==> config.mk <==
export PLATFORM = sky130hd
export DESIGN_NAME = lane_start_detect
export DESIGN_NICKNAME = d
export VERILOG_FILES = /design/src/rtl/lsd_pkg.sv /design/src/rtl/lsd_fsm.sv /design/src/rtl/lsd_mask_timer.sv /design/src/rtl/lsd_err_flags.sv /design/src/rtl/lane_start_detect.sv
export SDC_FILE = /design/constraint.sdc
export NUM_CORES = 1
export LEC_CHECK = 0
export BUFFER_PORTS_ARGS = -buffer_cell sky130_fd_sc_hd__buf_2
export CAP_MARGIN = 15
export CORE_AREA = 10 10 47 49
export DETAILED_ROUTE_END_ITERATION = 8
export DIE_AREA = 0 0 57 59
export PLACE_DENSITY_LB_ADDON = 0.05
export SKIP_LAST_GASP = 1
export SLEW_MARGIN = 20
export SYNTH_ARGS = -nofsm -noshare
export SYNTH_HDL_FRONTEND = slang
export SYNTH_SLANG_ARGS = --single-unit
export TNS_END_PERCENT = 5
==> constraint.sdc <==
create_clock -name clk -period 4.4 [get_ports clk]
set_input_delay 0 -clock clk [delete_from_list [all_inputs] [get_ports clk]]
set_output_delay 0 -clock clk [all_outputs]
set_load 0.05 [all_outputs]
==> src/rtl/lsd_pkg.sv <==
package lsd_pkg;
  typedef enum logic [1:0] {
    ST_HUNT = 2'd0,
    ST_KRUN = 2'd1,
    ST_LIVE = 2'd2
  } lsd_state_e;

  localparam logic [7:0] COMMA_OCTET = 8'hBC;
  localparam logic [7:0] RSTART_OCTET = 8'h1C;

  localparam int ERR_IDX_ILAS = 0;
  localparam int ERR_IDX_UNK  = 1;
  localparam int ERR_COUNT    = 2;
endpackage

==> src/rtl/lsd_fsm.sv <==
module lsd_fsm
  import lsd_pkg::*;
#(
  parameter int OCT_W = 8
) (
  input  logic             clk,
  input  logic             rst,
  input  logic             reinit,
  input  logic             sync_en,
  input  logic             valid,
  input  logic             is_ctrl,
  input  logic [OCT_W-1:0] octet,
  output logic             start_evt,
  output logic             viol_evt,
  output logic             late_k_evt,
  output logic             start_q
);
  lsd_state_e state_q, state_d;
  logic is_k, is_r, good_exit;

  always_comb begin
    is_k       = is_ctrl && (octet == OCT_W'(COMMA_OCTET));
    is_r       = is_ctrl && (octet == OCT_W'(RSTART_OCTET));
    good_exit  = sync_en ? is_r : !is_ctrl;
    state_d    = state_q;
    start_evt  = 1'b0;
    viol_evt   = 1'b0;
    late_k_evt = 1'b0;
    if (valid && !reinit) begin
      unique case (state_q)
        ST_HUNT: if (is_k) state_d = ST_KRUN;
        ST_KRUN: begin
          if (!is_k) begin
            if (good_exit) begin
              start_evt = 1'b1;
              state_d   = ST_LIVE;
            end else begin
              viol_evt = 1'b1;
              state_d  = ST_HUNT;
            end
          end
        end
        ST_LIVE: if (is_k) late_k_evt = 1'b1;
        default: state_d = ST_HUNT;
      endcase
    end
  end

  always_ff @(posedge clk) begin
    if (rst || reinit) begin
      state_q <= ST_HUNT;
      start_q <= 1'b0;
    end else begin
      state_q <= state_d;
      start_q <= start_evt;
    end
  end
endmodule

==> src/rtl/lsd_mask_timer.sv <==
module lsd_mask_timer #(
  parameter int LEN_DIRECT  = 16,
  parameter int LEN_ALIGNED = 8,
  localparam int LEN_MAX    = (LEN_DIRECT > LEN_ALIGNED) ? LEN_DIRECT : LEN_ALIGNED,
  localparam int CNT_W      = $clog2(LEN_MAX + 1)
) (
  input  logic clk,
  input  logic rst,
  input  logic reinit,
  input  logic load,
  input  logic sync_en,
  input  logic adv,
  output logic mask_q
);
  logic [CNT_W-1:0] cnt_q;
  logic [CNT_W-1:0] load_val;

  always_comb begin
    load_val = sync_en ? CNT_W'(LEN_ALIGNED) : CNT_W'(LEN_DIRECT);
  end

  always_ff @(posedge clk) begin
    if (rst || reinit) begin
      cnt_q  <= '0;
      mask_q <= 1'b0;
    end else if (load) begin
      cnt_q  <= load_val;
      mask_q <= (load_val != '0);
    end else if (adv && (cnt_q != '0)) begin
      cnt_q  <= cnt_q - 1'b1;
      mask_q <= (cnt_q != CNT_W'(1));
    end
  end
endmodule

==> src/rtl/lsd_err_flags.sv <==
module lsd_err_flags #(
  parameter int N = 2
) (
  input  logic         clk,
  input  logic         rst,
  input  logic         clr,
  input  logic [N-1:0] set,
  output logic [N-1:0] flag_q
);
  for (genvar i = 0; i < N; i++) begin : g_flag
    always_ff @(posedge clk) begin
      if (rst)         flag_q[i] <= 1'b0;
      else if (set[i]) flag_q[i] <= 1'b1;
      else if (clr)    flag_q[i] <= 1'b0;
    end
  end
endmodule

==> src/rtl/lane_start_detect.sv <==
module lane_start_detect
  import lsd_pkg::*;
#(
  parameter int OCT_W          = 8,
  parameter bit DESCRAMBLE_EN  = 1'b1,
  parameter int DSCR_MASK_LEN  = 8,
  parameter int PLAIN_MASK_LEN = 2,
  parameter int DIRECT_MASK_LEN = 16
) (
  input  logic             clk,
  input  logic             rst,
  input  logic             reinit,
  input  logic             lane_sync_en,
  input  logic             rx_valid,
  input  logic             rx_is_ctrl,
  input  logic [OCT_W-1:0] rx_data,
  input  logic             err_clear,
  output logic             start_pulse,
  output logic             chk_mask,
  output logic             err_ilas,
  output logic             err_unexp_k
);
  localparam int ALIGNED_LEN = DESCRAMBLE_EN ? DSCR_MASK_LEN : PLAIN_MASK_LEN;

  logic start_evt, viol_evt, late_k_evt;
  logic [ERR_COUNT-1:0] err_set, err_q;

  lsd_fsm #(.OCT_W(OCT_W)) fsm_i (
    .clk       (clk),
    .rst       (rst),
    .reinit    (reinit),
    .sync_en   (lane_sync_en),
    .valid     (rx_valid),
    .is_ctrl   (rx_is_ctrl),
    .octet     (rx_data),
    .start_evt (start_evt),
    .viol_evt  (viol_evt),
    .late_k_evt(late_k_evt),
    .start_q   (start_pulse)
  );

  lsd_mask_timer #(
    .LEN_DIRECT (DIRECT_MASK_LEN),
    .LEN_ALIGNED(ALIGNED_LEN)
  ) mask_i (
    .clk    (clk),
    .rst    (rst),
    .reinit (reinit),
    .load   (start_evt),
    .sync_en(lane_sync_en),
    .adv    (rx_valid),
    .mask_q (chk_mask)
  );

  always_comb begin
    err_set               = '0;
    err_set[ERR_IDX_ILAS] = viol_evt;
    err_set[ERR_IDX_UNK]  = viol_evt | late_k_evt;
  end

  lsd_err_flags #(.N(ERR_COUNT)) err_i (
    .clk   (clk),
    .rst   (rst),
    .clr   (err_clear),
    .set   (err_set),
    .flag_q(err_q)
  );

  assign err_ilas    = err_q[ERR_IDX_ILAS];
  assign err_unexp_k = err_q[ERR_IDX_UNK];
endmodule

# Word-level counts from Yosys, hierarchy flattened

Index checks and enable logic that the tools add are counted.

Output and inout bits: 4
Word-level logic and storage cells: 54
Register bits: 11
Input port bits: 15

$add $sub $neg: 1
Reductions and logical operators: 14
Equality and inequality tests: 7
Mux-type cells: 24
Bitwise operators: 2

Operators with widths:

| cell                                                | number |
|---|---|
| 2-to-1 mux 1 bit                                    | 17 |
| 2-to-1 mux 5 bit                                    | 3 |
| nonzero test 5 bit                                  | 2 |
| equality test 8 x 5 -> 1 bit, second input constant | 1 |
| equality test 8 bit, second input constant          | 1 |
| 2-to-1 mux 2 bit                                    | 3 |
| one-hot mux 2 bit (3 select lines)                  | 1 |
| nonzero test 2 bit                                  | 3 |
| != test 5 x 1 -> 1 bit, second input constant       | 1 |
| subtractor 5 x 1 -> 5 bit, second input constant    | 1 |
| logical AND 1 bit                                   | 4 |
| AND reduction 4 bit                                 | 1 |
| equality test 2 x 1 -> 1 bit, second input constant | 1 |
| equality test 2 bit, second input constant          | 1 |
| logical NOT 1 bit                                   | 2 |
| logical NOT 2 bit                                   | 1 |
| != test 2 x 1 -> 1 bit, second input constant       | 1 |
| != test 2 bit, second input constant                | 1 |
| logical OR 1 bit                                    | 1 |
| NOT 1 bit                                           | 1 |
| bitwise OR 1 bit                                    | 1 |

# Longest topological paths before layout

Depth in word-level cells: 9
Gate-level depth with buffers: 6
Gate-level depth less buffers: 6

# Hierarchy

A second synthesis with hierarchy kept.

Cell total of the unflattened synthesis: 72
Area total of the unflattened synthesis: 643.1 um2

By module, submodules not included:

| module            | area an instance (um2) | cells an instance | sequential area each (um2) | times used |
|---|---|---|---|---|
| lsd_mask_timer    | 335.3                  | 38                | 120.1                      | 1 |
| lsd_fsm           | 231.5                  | 25                | 60.1                       | 1 |
| lsd_err_flags     | 70.1                   | 8                 | 40.0                       | 1 |
| lane_start_detect | 6.3                    | 1                 | 0.0                        | 1 |

# Least setup slack after synthesis

OpenSTA, ideal clock, no wires.

Path type: reg2reg
Start point: reg mask_i.cnt_q[0]
End point: reg mask_i.mask_q
Buffers on the path: 0
Clock period less this slack: 1.582 ns
Required time: 4.266 ns
Stages on the path, launching flop included: 7
Slack: 2.818 ns
Setup time: 0.134 ns
Arrival time: 1.448 ns
Cells stage by stage: dfxtp_1 inv_1 ha_1 or4b_1 nand2_1 mux2i_1 a21oi_1

Longest elaborated chain between the ends: 3
Elaborated cells between the ends (all ways): 6
Those cells by class: 1 x eq/ne; 2 x mux; 3 x reduce/logical

Ends and longest elaborated chain:

| element                                                      | RTL line                                   | text |
|---|---|---|
| start, declared                                              | lsd_mask_timer.sv:15                       | `logic [CNT_W-1:0] cnt_q;` |
| start signal, assigned                                       | lsd_mask_timer.sv:27                       | `cnt_q <= load_val;` |
| start signal, assigned                                       | lsd_mask_timer.sv:30                       | `cnt_q <= cnt_q - 1'b1;` |
| != test 5 x 1 -> 1 bit or nonzero test 5 bit (tied branches) | lsd_mask_timer.sv:31, lsd_mask_timer.sv:29 |  |
| 2-to-1 mux 1 bit or logical AND 1 bit (tied branches)        | lsd_mask_timer.sv:29                       | `end else if (adv && (cnt_q != '0)) begin` |
| 2-to-1 mux 1 bit or nonzero test 2 bit (tied branches)       | -                                          |  |
| end signal, assigned                                         | lsd_mask_timer.sv:28                       | `mask_q <= (load_val != '0);` |
| end signal, assigned                                         | lsd_mask_timer.sv:31                       | `mask_q <= (cnt_q != CNT_W'(1));` |
| end, declared                                                | lsd_mask_timer.sv:13                       | `output logic mask_q` |

Parallel ways exist; a longest one is shown, timed or not. The select of a mux whose other input is x is not followed.
A chain may end at the register's enable or synchronous reset.

# Worst setup path after layout

Same ends and word-level chain as after synthesis.

==> out/results.txt <==
The run finished with clean final reports. The tools report the pin count of the biggest net entering global routing as 11. The number of global-route vias before repair was 583; the highest cell delay on the worst timing path was 0.52 ns.

After synthesis, the most frequently instantiated cells are sky130_fd_sc_hd__dfxtp_1, sky130_fd_sc_hd__a21oi_1, sky130_fd_sc_hd__nor2_1, sky130_fd_sc_hd__nand3_1. The top-level port count came out at 19. The biggest area contributor in the post-synthesis netlist is sky130_fd_sc_hd__dfxtp_1. The first global-routing pass estimated 2.484 mm of wire. The number of antenna-violating nets in the routed design came out at 0. Yosys attributes the largest share of cell area to sky130_fd_sc_hd__dfxtp_1, sky130_fd_sc_hd__ha_1, sky130_fd_sc_hd__a21oi_1.

The vertical die dimension is 59 microns. The most instantiated flip-flop cell in the synthesis netlist is sky130_fd_sc_hd__dfxtp_1. The floorplan step defined a die boundary enclosing 3363 sq um.

Setup repair after global routing left no endpoint under its margin. For the starting density of the core, the log shows 0.4580. The logs give 0.004897 ns for the final clock skew and 119.3 uV for the worst vdd rail ir drop.

The number of slew-limit violations in the final report is 0, and the placeable core area is 1401 sq um. Synthesis produced a netlist with a net count of 84. The fraction of synthesized cell area taken by the top area cell type was 0.3431.

After synthesis the netlist holds a flip-flop and latch count of 11. Data on the critical path is required at its endpoint by 4.54 ns. TritonCTS built the clock tree. The run gives 0.09107 as the global-route total usage across every layer. STA classifies the critical path startpoint as a flip-flop. The tools report the number of standard-cell rows in the floorplan as 14. The tools report the cell chosen for the clock root as sky130_fd_sc_hd__clkbuf_4. With fillers left out, the area of the finished cells amounts to 779.5 sq um.

In this run the worst hold path is classified as input port to flip-flop. Clock-pin slew was measured on the worst setup and hold paths at 0.08 ns. The total number of nets in the final design was 106. The type of destination of the critical path was a flip-flop. Counting I/O delays and the setup requirement, the final critical path takes 1.688 ns. Port buffering added 18 buffers. The pin slew with the least headroom to its limit is 0.4319 ns, and the final-report setup violation count is 0. Averaged over all synthesized cells, the footprint is 9.725 sq um.

For this run the aggregate overflow at the end of global routing stands at 0. Buffers inserted during clock tree synthesis total 3. The setup path with the least slack is of type flip-flop to flip-flop. The fraction of met1 tracks used by global routing was 0.1045; the number of warnings reported in the yosys synthesis log was 0. Summing all placed instances gives a cell area of 743.2 sq um. Relative area change from synthesis to final layout: 21.44%. The floorplan step set the die width to 57 microns. Most common cell in the synthesized netlist: sky130_fd_sc_hd__dfxtp_1.

The met2 capacity usage during global routing is 0.1426. The tool flagged a number of max-cap violations equal to 0. The post-route fraction of the period consumed by the critical path was 0.3835. Derived from the worst setup path, the maximum achievable clock frequency is 592.6 MHz. The proportion of synthesized flip-flops having asynchronous set or reset was 0; the final estimated routing congestion in global placement was 0.8397. The areal power density over the cells is 240.8 nW/um^2, and the total via count in the routed design is 554. The share of layout cells above drive strength 1 is 0.3218.

The run gives 0 as the initial antenna violation count. The slowest stage of the critical path belongs to the cell sky130_fd_sc_hd__or4b_1. The run gives 66 as the number of instances in the synthesized netlist.

The headroom to the max-slew limit was 0.7114; the combined buffer and inverter count along the critical path was 1. The run gives 1.83 ns as the critical path arrival. The final core utilization is 0.5563, and the met3 demand-to-capacity share in global routing is 0.03433. The run gives 2 as the maximum root-to-sink buffer count.

Kind of cell with the highest combined delay on the critical path: simple AND/OR/NAND/NOR gates. The peak-usage layer in the global routing report was met2. The tools report the count of inserted antenna diode cells as 0. For this run, design rule violations remaining after detail routing come to 0. The number of gates resized after CTS is 0. For the accumulated negative setup slack, the log shows 0 ns. The first detailed-routing pass ran for 4 iterations. The run gives 11 as the number of sinks driven by the clock tree.

The number of hold-slack violations in the final timing report was 0; the count of flip-flops with a built-in enable after synthesis was 0. After the first detailed-routing iteration, the DRC count stood at 14. Along the worst path, the maximum fanout reaches 5. The deepest level of the CTS H-tree came out at 1.

The proportion of synthesized chip area in sequential cells came out at 0.3431. The critical path goes through inv_1 > ha_1 > or4b_1 > nand2_1 > mux2i_1 > a21oi_1. Clock latency on the worst-skew pair, taken at its later pin, is 0.27 ns. The logs give 28 for the post-synthesis cell type count and 0.3140 nW for the leakage power. In the final routed layout, each cell accounts on average for 13.53 microns. After detailed routing, the number of vias per cell comes to 5.379.

In this run the cell area of the synthesized design comes to 641.9 sq um. Detailed placement finished with a half-perimeter wire length of 1.092 mm. The total wirelength of the detailed-routed design is 1.394 mm.
-- cells in the final DEF, fill, tap and decap left out, drive strengths merged --
master / instances
buf: 18
dfxtp: 11
a21oi: 7
nor2: 5
nand3: 4
clkbuf: 4
nor3: 3
nand3b: 3
nand2: 3
ha: 3
inv: 2
mux2i: 2
a221oi: 2
nor4bb: 2
xor2: 2
nor3b: 2
nand2b: 2
or3b: 2
nand4b: 1
o32ai: 1
o311ai: 1
or2: 1
a211oi: 1
or4: 1
nor2b: 1
or4b: 1
xnor2: 1
dlygate4sd3: 1
-- worst register-to-register path: stages (launching register included) --
cell and delay [ns]:
sky130_fd_sc_hd__dfxtp_1 0.33, sky130_fd_sc_hd__inv_1 0.11, sky130_fd_sc_hd__ha_1 0.17, sky130_fd_sc_hd__or4b_1 0.52
sky130_fd_sc_hd__nand2_1 0.17, sky130_fd_sc_hd__mux2i_1 0.19, sky130_fd_sc_hd__a21oi_1 0.07
-- cells by family after synthesis --
| group | after synthesis | synth area share |
|---|---|---|
| adder cells (fa/ha/maj) | 3 | 0.05849 |
| buffers and inverters | 4 | 0.02533 |
| AND/OR/NAND/NOR | 31 | 0.3411 |
| XOR/XNOR | 3 | 0.04094 |
| AO/OA/AOI/OAI | 12 | 0.1599 |
| flip-flops | 11 | 0.3431 |
| multiplexers | 2 | 0.03119 |
-- path summary, 6_finish.rpt --
| path | start | endpoint | slack [ns] | cells after the start |
|---|---|---|---|---|
| worst min-delay path | err_clear | err_i.flag_q[0] | 0.004 | 3 |
| worst max-delay path | mask_i.cnt_q[0] | mask_i.mask_q | 2.71 | 6 |
| worst max register to register | mask_i.cnt_q[0] | mask_i.mask_q | 2.71 | 6 |
| worst min register to register | err_i.flag_q[0] | err_i.flag_q[0] | 0.47 | 2 |
-- per-layer routing --
metal / vias to the layer above / routed length [microns]
met5: - / 0
met4: 0 / 12
met3: 2 / 98
met2: 18 / 632
met1: 249 / 651
li1: 285 / -
-- final cells by class --
type	instances	area [sq um]
Tap cell	16	20.02
Timing Repair Buffer	19	100.1
Multi-Input combinational cell	51	405.4
Clock buffer	4	26.28
Fill cell	142	621.8
Sequential cell	11	220.2
Inverter	2	7.507
-- through the flow --
stage | total power [mW] | setup slack [ns] | std cells | hold WS [ns]
global placement | 0.1186 | 2.755 | 98 | 0.1879
floorplan | 0.1103 | 2.818 | 66 | 0.06907
detailed placement | 0.1190 | 2.721 | 98 | 0.1951
CTS | 0.1896 | 2.712 | 103 | 0.0004055
finish | 0.1877 | 2.712 | 103 | 0.003552
global route | 0.1956 | 2.578 | 103 | 0.03933
-- what timing repair did --
item	in CTS	in global routing
endpoints found under the hold margin	2	0
hold buffers	1	0
setup buffers	0	0
-- report_power, final --
part	internal [mW]	switching [mW]	total, mW
logic	0.00864	0.00928	0.0179
registers	0.0994	0.00000440	0.0994
clock network	0.0351	0.0353	0.0703
-- registers in the layout, indices dropped and copies added, names as in the netlist --
name and cells:
mask_i.cnt_q 5, err_i.flag_q 2, fsm_i.start_q 1, fsm_i.state_q 2
mask_i.mask_q 1
No activity file was read; power rests on OpenSTA's default activity.
